--- src/rtl/wo_coh_pkg.sv ---
package wo_coh_pkg;

    localparam int ST_W  = 2;
    localparam int OP_W  = 2;
    localparam int CMD_W = 3;

    typedef enum logic [ST_W-1:0] {
        LN_INV = 2'd0,
        LN_VAL = 2'd1,
        LN_RES = 2'd2,
        LN_DRT = 2'd3
    } line_st_e;

    typedef enum logic [OP_W-1:0] {
        OP_READ  = 2'd0,
        OP_WRITE = 2'd1,
        OP_EVICT = 2'd2,
        OP_NONE  = 2'd3
    } cpu_op_e;

    typedef enum logic [CMD_W-1:0] {
        BC_RD_MISS = 3'd0,
        BC_WR_MISS = 3'd1,
        BC_INVAL   = 3'd2,
        BC_WR_THRU = 3'd3,
        BC_WR_BACK = 3'd4
    } bus_cmd_e;

endpackage

--- src/rtl/wo_snoop_resp.sv ---
module wo_snoop_resp
    import wo_coh_pkg::*;
(
    input  logic       snp_valid,
    input  bus_cmd_e   snp_cmd,
    input  line_st_e   cur_st,
    output logic       snp_upd,
    output line_st_e   snp_st,
    output logic       snp_supply
);
    always_comb begin
        snp_upd    = 1'b0;
        snp_st     = cur_st;
        snp_supply = 1'b0;
        if (snp_valid && cur_st != LN_INV) begin
            unique case (snp_cmd)
                BC_RD_MISS: begin
                    if (cur_st == LN_DRT || cur_st == LN_RES) begin
                        snp_upd    = 1'b1;
                        snp_st     = LN_VAL;
                        snp_supply = (cur_st == LN_DRT);
                    end
                end
                BC_WR_MISS: begin
                    snp_upd    = 1'b1;
                    snp_st     = LN_INV;
                    snp_supply = (cur_st == LN_DRT);
                end
                BC_INVAL, BC_WR_THRU: begin
                    snp_upd = 1'b1;
                    snp_st  = LN_INV;
                end
                default: ;
            endcase
        end
    end
endmodule

--- src/rtl/wo_line_reg.sv ---
module wo_line_reg
    import wo_coh_pkg::*;
(
    input  logic     clk,
    input  logic     rst_n,
    input  logic     own_upd,
    input  line_st_e own_st,
    input  logic     snp_upd,
    input  line_st_e snp_st,
    output line_st_e cur_st
);
    always_ff @(posedge clk) begin
        if (!rst_n)
            cur_st <= LN_INV;
        else if (own_upd)
            cur_st <= own_st;
        else if (snp_upd)
            cur_st <= snp_st;
    end
endmodule

--- src/rtl/wo_ctrl_fsm.sv ---
module wo_ctrl_fsm
    import wo_coh_pkg::*;
(
    input  logic     clk,
    input  logic     rst_n,
    input  logic     cpu_valid,
    input  cpu_op_e  cpu_op,
    input  line_st_e cur_st,
    input  logic     snp_valid,
    input  logic     bus_done,
    output logic     cpu_ready,
    output logic     bus_req,
    output bus_cmd_e bus_cmd,
    output logic     own_upd,
    output line_st_e own_st
);
    typedef enum logic [1:0] {
        ST_IDLE  = 2'd0,
        ST_ISSUE = 2'd1,
        ST_THRU  = 2'd2,
        ST_ACK   = 2'd3
    } fsm_e;

    fsm_e    fsm_q, fsm_d;
    cpu_op_e op_q, op_d;

    always_ff @(posedge clk) begin
        if (!rst_n) begin
            fsm_q <= ST_IDLE;
            op_q  <= OP_NONE;
        end else begin
            fsm_q <= fsm_d;
            op_q  <= op_d;
        end
    end

    always_comb begin
        fsm_d     = fsm_q;
        op_d      = op_q;
        cpu_ready = 1'b0;
        bus_req   = 1'b0;
        bus_cmd   = BC_RD_MISS;
        own_upd   = 1'b0;
        own_st    = cur_st;
        unique case (fsm_q)
            ST_IDLE: begin
                if (cpu_valid && !snp_valid) begin
                    op_d = cpu_op;
                    unique case (cpu_op)
                        OP_READ:
                            fsm_d = (cur_st == LN_INV) ? ST_ISSUE : ST_ACK;
                        OP_WRITE: begin
                            if (cur_st == LN_INV || cur_st == LN_VAL) begin
                                fsm_d = ST_ISSUE;
                            end else begin
                                own_upd = 1'b1;
                                own_st  = LN_DRT;
                                fsm_d   = ST_ACK;
                            end
                        end
                        OP_EVICT: begin
                            if (cur_st == LN_DRT) begin
                                fsm_d = ST_ISSUE;
                            end else begin
                                own_upd = 1'b1;
                                own_st  = LN_INV;
                                fsm_d   = ST_ACK;
                            end
                        end
                        default: fsm_d = ST_ACK;
                    endcase
                end
            end
            ST_ISSUE: begin
                unique case (op_q)
                    OP_READ: begin
                        if (cur_st == LN_INV) begin
                            bus_req = 1'b1;
                            bus_cmd = BC_RD_MISS;
                            if (bus_done) begin
                                own_upd = 1'b1;
                                own_st  = LN_VAL;
                                fsm_d   = ST_ACK;
                            end
                        end else if (!snp_valid) begin
                            fsm_d = ST_ACK;
                        end
                    end
                    OP_WRITE: begin
                        if (cur_st == LN_INV) begin
                            bus_req = 1'b1;
                            bus_cmd = BC_WR_MISS;
                            if (bus_done) begin
                                own_upd = 1'b1;
                                own_st  = LN_DRT;
                                fsm_d   = ST_ACK;
                            end
                        end else if (cur_st == LN_VAL) begin
                            bus_req = 1'b1;
                            bus_cmd = BC_INVAL;
                            if (bus_done)
                                fsm_d = ST_THRU;
                        end else if (!snp_valid) begin
                            own_upd = 1'b1;
                            own_st  = LN_DRT;
                            fsm_d   = ST_ACK;
                        end
                    end
                    OP_EVICT: begin
                        if (cur_st == LN_DRT) begin
                            bus_req = 1'b1;
                            bus_cmd = BC_WR_BACK;
                            if (bus_done) begin
                                own_upd = 1'b1;
                                own_st  = LN_INV;
                                fsm_d   = ST_ACK;
                            end
                        end else if (!snp_valid) begin
                            own_upd = 1'b1;
                            own_st  = LN_INV;
                            fsm_d   = ST_ACK;
                        end
                    end
                    default: fsm_d = ST_ACK;
                endcase
            end
            ST_THRU: begin
                if (cur_st == LN_INV) begin
                    fsm_d = ST_ISSUE;
                end else begin
                    bus_req = 1'b1;
                    bus_cmd = BC_WR_THRU;
                    if (bus_done) begin
                        own_upd = 1'b1;
                        own_st  = LN_RES;
                        fsm_d   = ST_ACK;
                    end
                end
            end
            ST_ACK: begin
                cpu_ready = 1'b1;
                fsm_d     = ST_IDLE;
            end
            default: fsm_d = ST_IDLE;
        endcase
    end
endmodule

--- src/rtl/wo_coherence_ctrl.sv ---
module wo_coherence_ctrl
    import wo_coh_pkg::*;
(
    input  logic             clk,
    input  logic             rst_n,
    input  logic             cpu_valid,
    input  logic [OP_W-1:0]  cpu_op,
    output logic             cpu_ready,
    output logic [ST_W-1:0]  line_st,
    output logic             bus_req,
    output logic [CMD_W-1:0] bus_cmd,
    input  logic             bus_done,
    input  logic             snp_valid,
    input  logic [CMD_W-1:0] snp_cmd,
    output logic             snp_supply
);
    line_st_e cur_st;
    line_st_e own_st;
    line_st_e snp_st;
    logic     own_upd;
    logic     snp_upd;
    bus_cmd_e bus_cmd_e_w;

    wo_snoop_resp u_snoop (
        .snp_valid  (snp_valid),
        .snp_cmd    (bus_cmd_e'(snp_cmd)),
        .cur_st     (cur_st),
        .snp_upd    (snp_upd),
        .snp_st     (snp_st),
        .snp_supply (snp_supply)
    );

    wo_line_reg u_line (
        .clk     (clk),
        .rst_n   (rst_n),
        .own_upd (own_upd),
        .own_st  (own_st),
        .snp_upd (snp_upd),
        .snp_st  (snp_st),
        .cur_st  (cur_st)
    );

    wo_ctrl_fsm u_fsm (
        .clk       (clk),
        .rst_n     (rst_n),
        .cpu_valid (cpu_valid),
        .cpu_op    (cpu_op_e'(cpu_op)),
        .cur_st    (cur_st),
        .snp_valid (snp_valid),
        .bus_done  (bus_done),
        .cpu_ready (cpu_ready),
        .bus_req   (bus_req),
        .bus_cmd   (bus_cmd_e_w),
        .own_upd   (own_upd),
        .own_st    (own_st)
    );

    assign line_st = cur_st;
    assign bus_cmd = bus_cmd_e_w;
endmodule

--- config.mk ---
export PLATFORM = sky130hd
export DESIGN_NAME = wo_coherence_ctrl
export DESIGN_NICKNAME = d
export VERILOG_FILES = /design/src/rtl/wo_coh_pkg.sv /design/src/rtl/wo_snoop_resp.sv /design/src/rtl/wo_line_reg.sv /design/src/rtl/wo_ctrl_fsm.sv /design/src/rtl/wo_coherence_ctrl.sv
export SDC_FILE = /design/constraint.sdc
export NUM_CORES = 1
export LEC_CHECK = 0
export ABC_AREA = 1
export BUFFER_PORTS_ARGS = -buffer_cell sky130_fd_sc_hd__buf_4
export CAP_MARGIN = 20
export CORE_MARGIN = 3
export CORE_UTILIZATION = 30
export CTS_BUF_LIST = sky130_fd_sc_hd__clkbuf_8
export CTS_CLUSTER_SIZE = 10
export DETAILED_ROUTE_END_ITERATION = 10
export PLACE_DENSITY_LB_ADDON = 0.2
export RECOVER_POWER = 25
export SLEW_MARGIN = 40
export SYNTH_ARGS = -nofsm -noshare
export SYNTH_HDL_FRONTEND = slang
export SYNTH_SLANG_ARGS = --single-unit
--- constraint.sdc ---
create_clock -name clk -period 2.1 [get_ports clk]
set_clock_uncertainty 0.2 [all_clocks]
set_input_delay 0.105 -clock clk [delete_from_list [all_inputs] [get_ports clk]]
set_output_delay 0.105 -clock clk [all_outputs]
set_load 0.01 [all_outputs]
==> out/qor.yml <==
run_status: "complete, no violations"
clock_latency_ps: 230
antenna_found_initial: 0
root_buffer: "clkbuf_8"
synth_xor_area_share_pct: 0
r2r-start: "u_fsm.fsm_q[0]"
setup_ws_ps: 156
worstPathMaxFanout: 10
pwr-share-clk_pct: 21.8
grt_setup_unrepaired: "true"
hold_path_class: "input pin to flip-flop"
initialDrtViolationCount: 34
synth_compound_area_share_pct: 21.1
synth_fa_ha_area_share_pct: 18.0
portBuffers: 17
synth_area_um2: 973
dieArea_mm2: 0.00396
setup_violations: 0
power_density_mw_per_mm2: 714
cp.required_ps: 1790
critPathArrivalTime_ps: 1640
hold_start: "cpu_op[1]"
relSlewSlack_pct: 77.0
rr_worst_depth: 10
dpl.cell_count: 222
coreArea_mm2: 0.00308
combinationalPowerShare_pct: 57.7
grt_usage_pct: 15.4
clkTransAtPathRegs_ps: 40
design_power_total_mw: 0.863
max-cap-violations: 0
place_ws_ps: 59.8
instances_no_fill: 226
ios: 18
yosysWarnings: 0
num_antenna_cells: 0
cts_sinks: 6
htree_num_levels: 1
synthMuxAreaShare_pct: 0
drive_gt1_share_pct: 22.0
end_kind: "primary output"
critPathLaunchType: "flip-flop"
post-cts-setup-buffers: 0
worst_pin_slew_ps: 345
post_drt_via_cell_ratio: 5.00
dieHeight_um: 63.0
wire_per_inst_um: 13.0
grt_pass1_vias: 1052
ys_types: 27
syn2layout_area_growth_pct: 24.0
fill_cells: 345
clock_path_buffers: 2
min_path_cells: 3
switchingPower_mw: 0.412
place_hpwl_um: 2290
firstDrtPassIters: 4
period_needed_ps: 1940
hold_violations: 0
ys_seq_elements: 6
synthCells: 163
syn_avg_cell_area_um2: 5.97
final_max_slew_viol_count: 0
power_frac_seq_pct: 20.4
drc: 0
syn_nets: 187
cts_tree: "done"
die-width_um: 63.0
num_rows: 20
whs_ps: 32.7
synthSimpleGateAreaFrac_pct: 36.8
rr_endpoint: "u_line.cur_st[0]"
max_freq_mhz: 514
cts_buffers: 3
period_share_pct: 92.6
p_leak_nw: 0.616
fin_nets: 208
gp_congestion: 0.922
netSwitchingFraction_pct: 47.8
routed_wl_um: 2930
route.vias.total: 1130
min_to: "u_fsm.op_q[1]"
grt_max_degree: 11
start_util_pct: 31.6
overflow: 0
grt_pass1_wl_um: 4800
r2r_slack_ps: 190
synth_top_family_by_area: "simple AND/OR/NAND/NOR gates"
ant_nets: 0
finish.utilization_pct: 39.2
ir_drop_v: 0.000245
path_class: "flip-flop to primary output"
yosysSeqAreaShare_pct: 12.3
p_int_mw: 0.450
## Yosys cell counts
master	n	area, um2
dfxtp_1	6	120
o21ai_2	1	8.76
nand2_4	1	11.3
o22ai_1	1	6.26
nand3b_1	2	15.0
inv_2	2	7.51
ha_1	14	175
o211ai_1	6	45.0
a211oi_1	1	7.51
a21oi_1	8	40.0
buf_2	1	5.00
nor3_1	2	10.0
nor2_2	1	6.26
clkbuf_2	1	5.00
buf_4	1	7.51
a31oi_1	2	12.5
o21ai_0	12	60.1
nor2_1	15	56.3
o21a_1	1	7.51
nand4_1	1	6.26
nand3_1	12	60.1
nand2_1	40	150
or2_2	2	12.5
inv_1	24	90.1
nand2_2	3	18.8
a21oi_2	2	17.5
nor2_4	1	11.3
## power groups by stage
stage	combinational (mW)	sequential, mW	clock (mW)
after floorplan	0.352	0.163	0
after global placement	0.469	0.171	0
after detailed placement	0.467	0.172	0
after CTS	0.473	0.170	0.193
after global routing	0.564	0.178	0.202
final	0.498	0.176	0.188
## worst max-delay path by stage
| stage | slack [ps] | end | cells past startpoint | start |
|---|---|---|---|---|
| 2_1_floorplan | 290 | u_line.cur_st[0] | 11 | u_fsm.fsm_q[0] |
| 3_3_place_gp | 60 | u_line.cur_st[0] | 11 | u_fsm.fsm_q[1] |
| 3_5_place_dp | 60 | u_line.cur_st[0] | 11 | u_fsm.fsm_q[1] |
| 4_1_cts | 30 | u_line.cur_st[0] | 12 | u_fsm.fsm_q[1] |
| 5_1_grt | -6 | u_line.cur_st[0] | 11 | u_fsm.fsm_q[1] |
| 6_report | 160 | bus_cmd[1] | 6 | u_fsm.fsm_q[0] |
## layout make-up
type | count | area, um2 | share of cell area [%]
tap | 44 | 55.1 | 4.56
timing repair buffer | 19 | 134 | 11.1
inverter | 26 | 97.6 | 8.08
multi-input combinational | 128 | 756 | 62.6
sequential | 6 | 124 | 10.3
clock buffer | 3 | 41.3 | 3.42
## per-layer routing
metal  GRT usage [%]  wire length, um  vias to the layer above
li1                -                -                      576
met1            18.3             1340                      512
met2            24.4             1360                       35
met3            3.96              154                        7
met4            9.92               79                        0
met5               0                0                        -
## per-stage QoR
step	TNS [ps]	instance area (um2)
after global placement	0	1150
after CTS	0	1200
after global routing	-5.65	1210
after floorplan	0	973
final	0	1210
after detailed placement	0	1150
## sequential cells by signal, indices dropped and copies added, names as in the netlist
signal / flops
u_fsm.fsm_q: 2
u_fsm.op_q: 2
u_line.cur_st: 2
## cells by family (layout without fill, tap and decap cells)
group           after synthesis  after routing
flops                         6              6
compound gates               34             34
buf+inv                      29             48
fa+ha+maj                    14             14
simple gates                 80             80
## worst max-delay path: stages, from the launching register on
cell and delay, ps:
dfxtp_1 430, ha_2 330, nand4_1 190, inv_1 130, nand2_1 50, a21oi_1 120, buf_4 140
## layout by cell type, fill, tap and decap left out, types with 2 or more instances in the layout
cell      netlist  layout
a21oi_1         8       8
a21oi_2         2       2
a31oi_1         2       2
buf_4           1      15
clkbuf_1        0       3
clkbuf_8        0       3
dfxtp_1         6       3
dfxtp_2         0       3
ha_1           14      10
ha_2            0       4
inv_1          24      24
inv_2           2       2
nand2_1        40      40
nand2_2         3       3
nand3_1        12      11
nand3b_1        2       2
nor2_1         15      14
nor2_2          1       2
nor3_1          2       2
o211ai_1        6       6
o21ai_0        12      10
o21ai_1         0       2
or2_2           2       2
## timing repair
item                                    in CTS  in global routing
endpoints found under the hold margin        5                  0
gates resized for setup                      0                 11
hold buffers                                 1                  0
endpoints found under the setup margin       0                  5
Power figures use the tool's default switching activity.
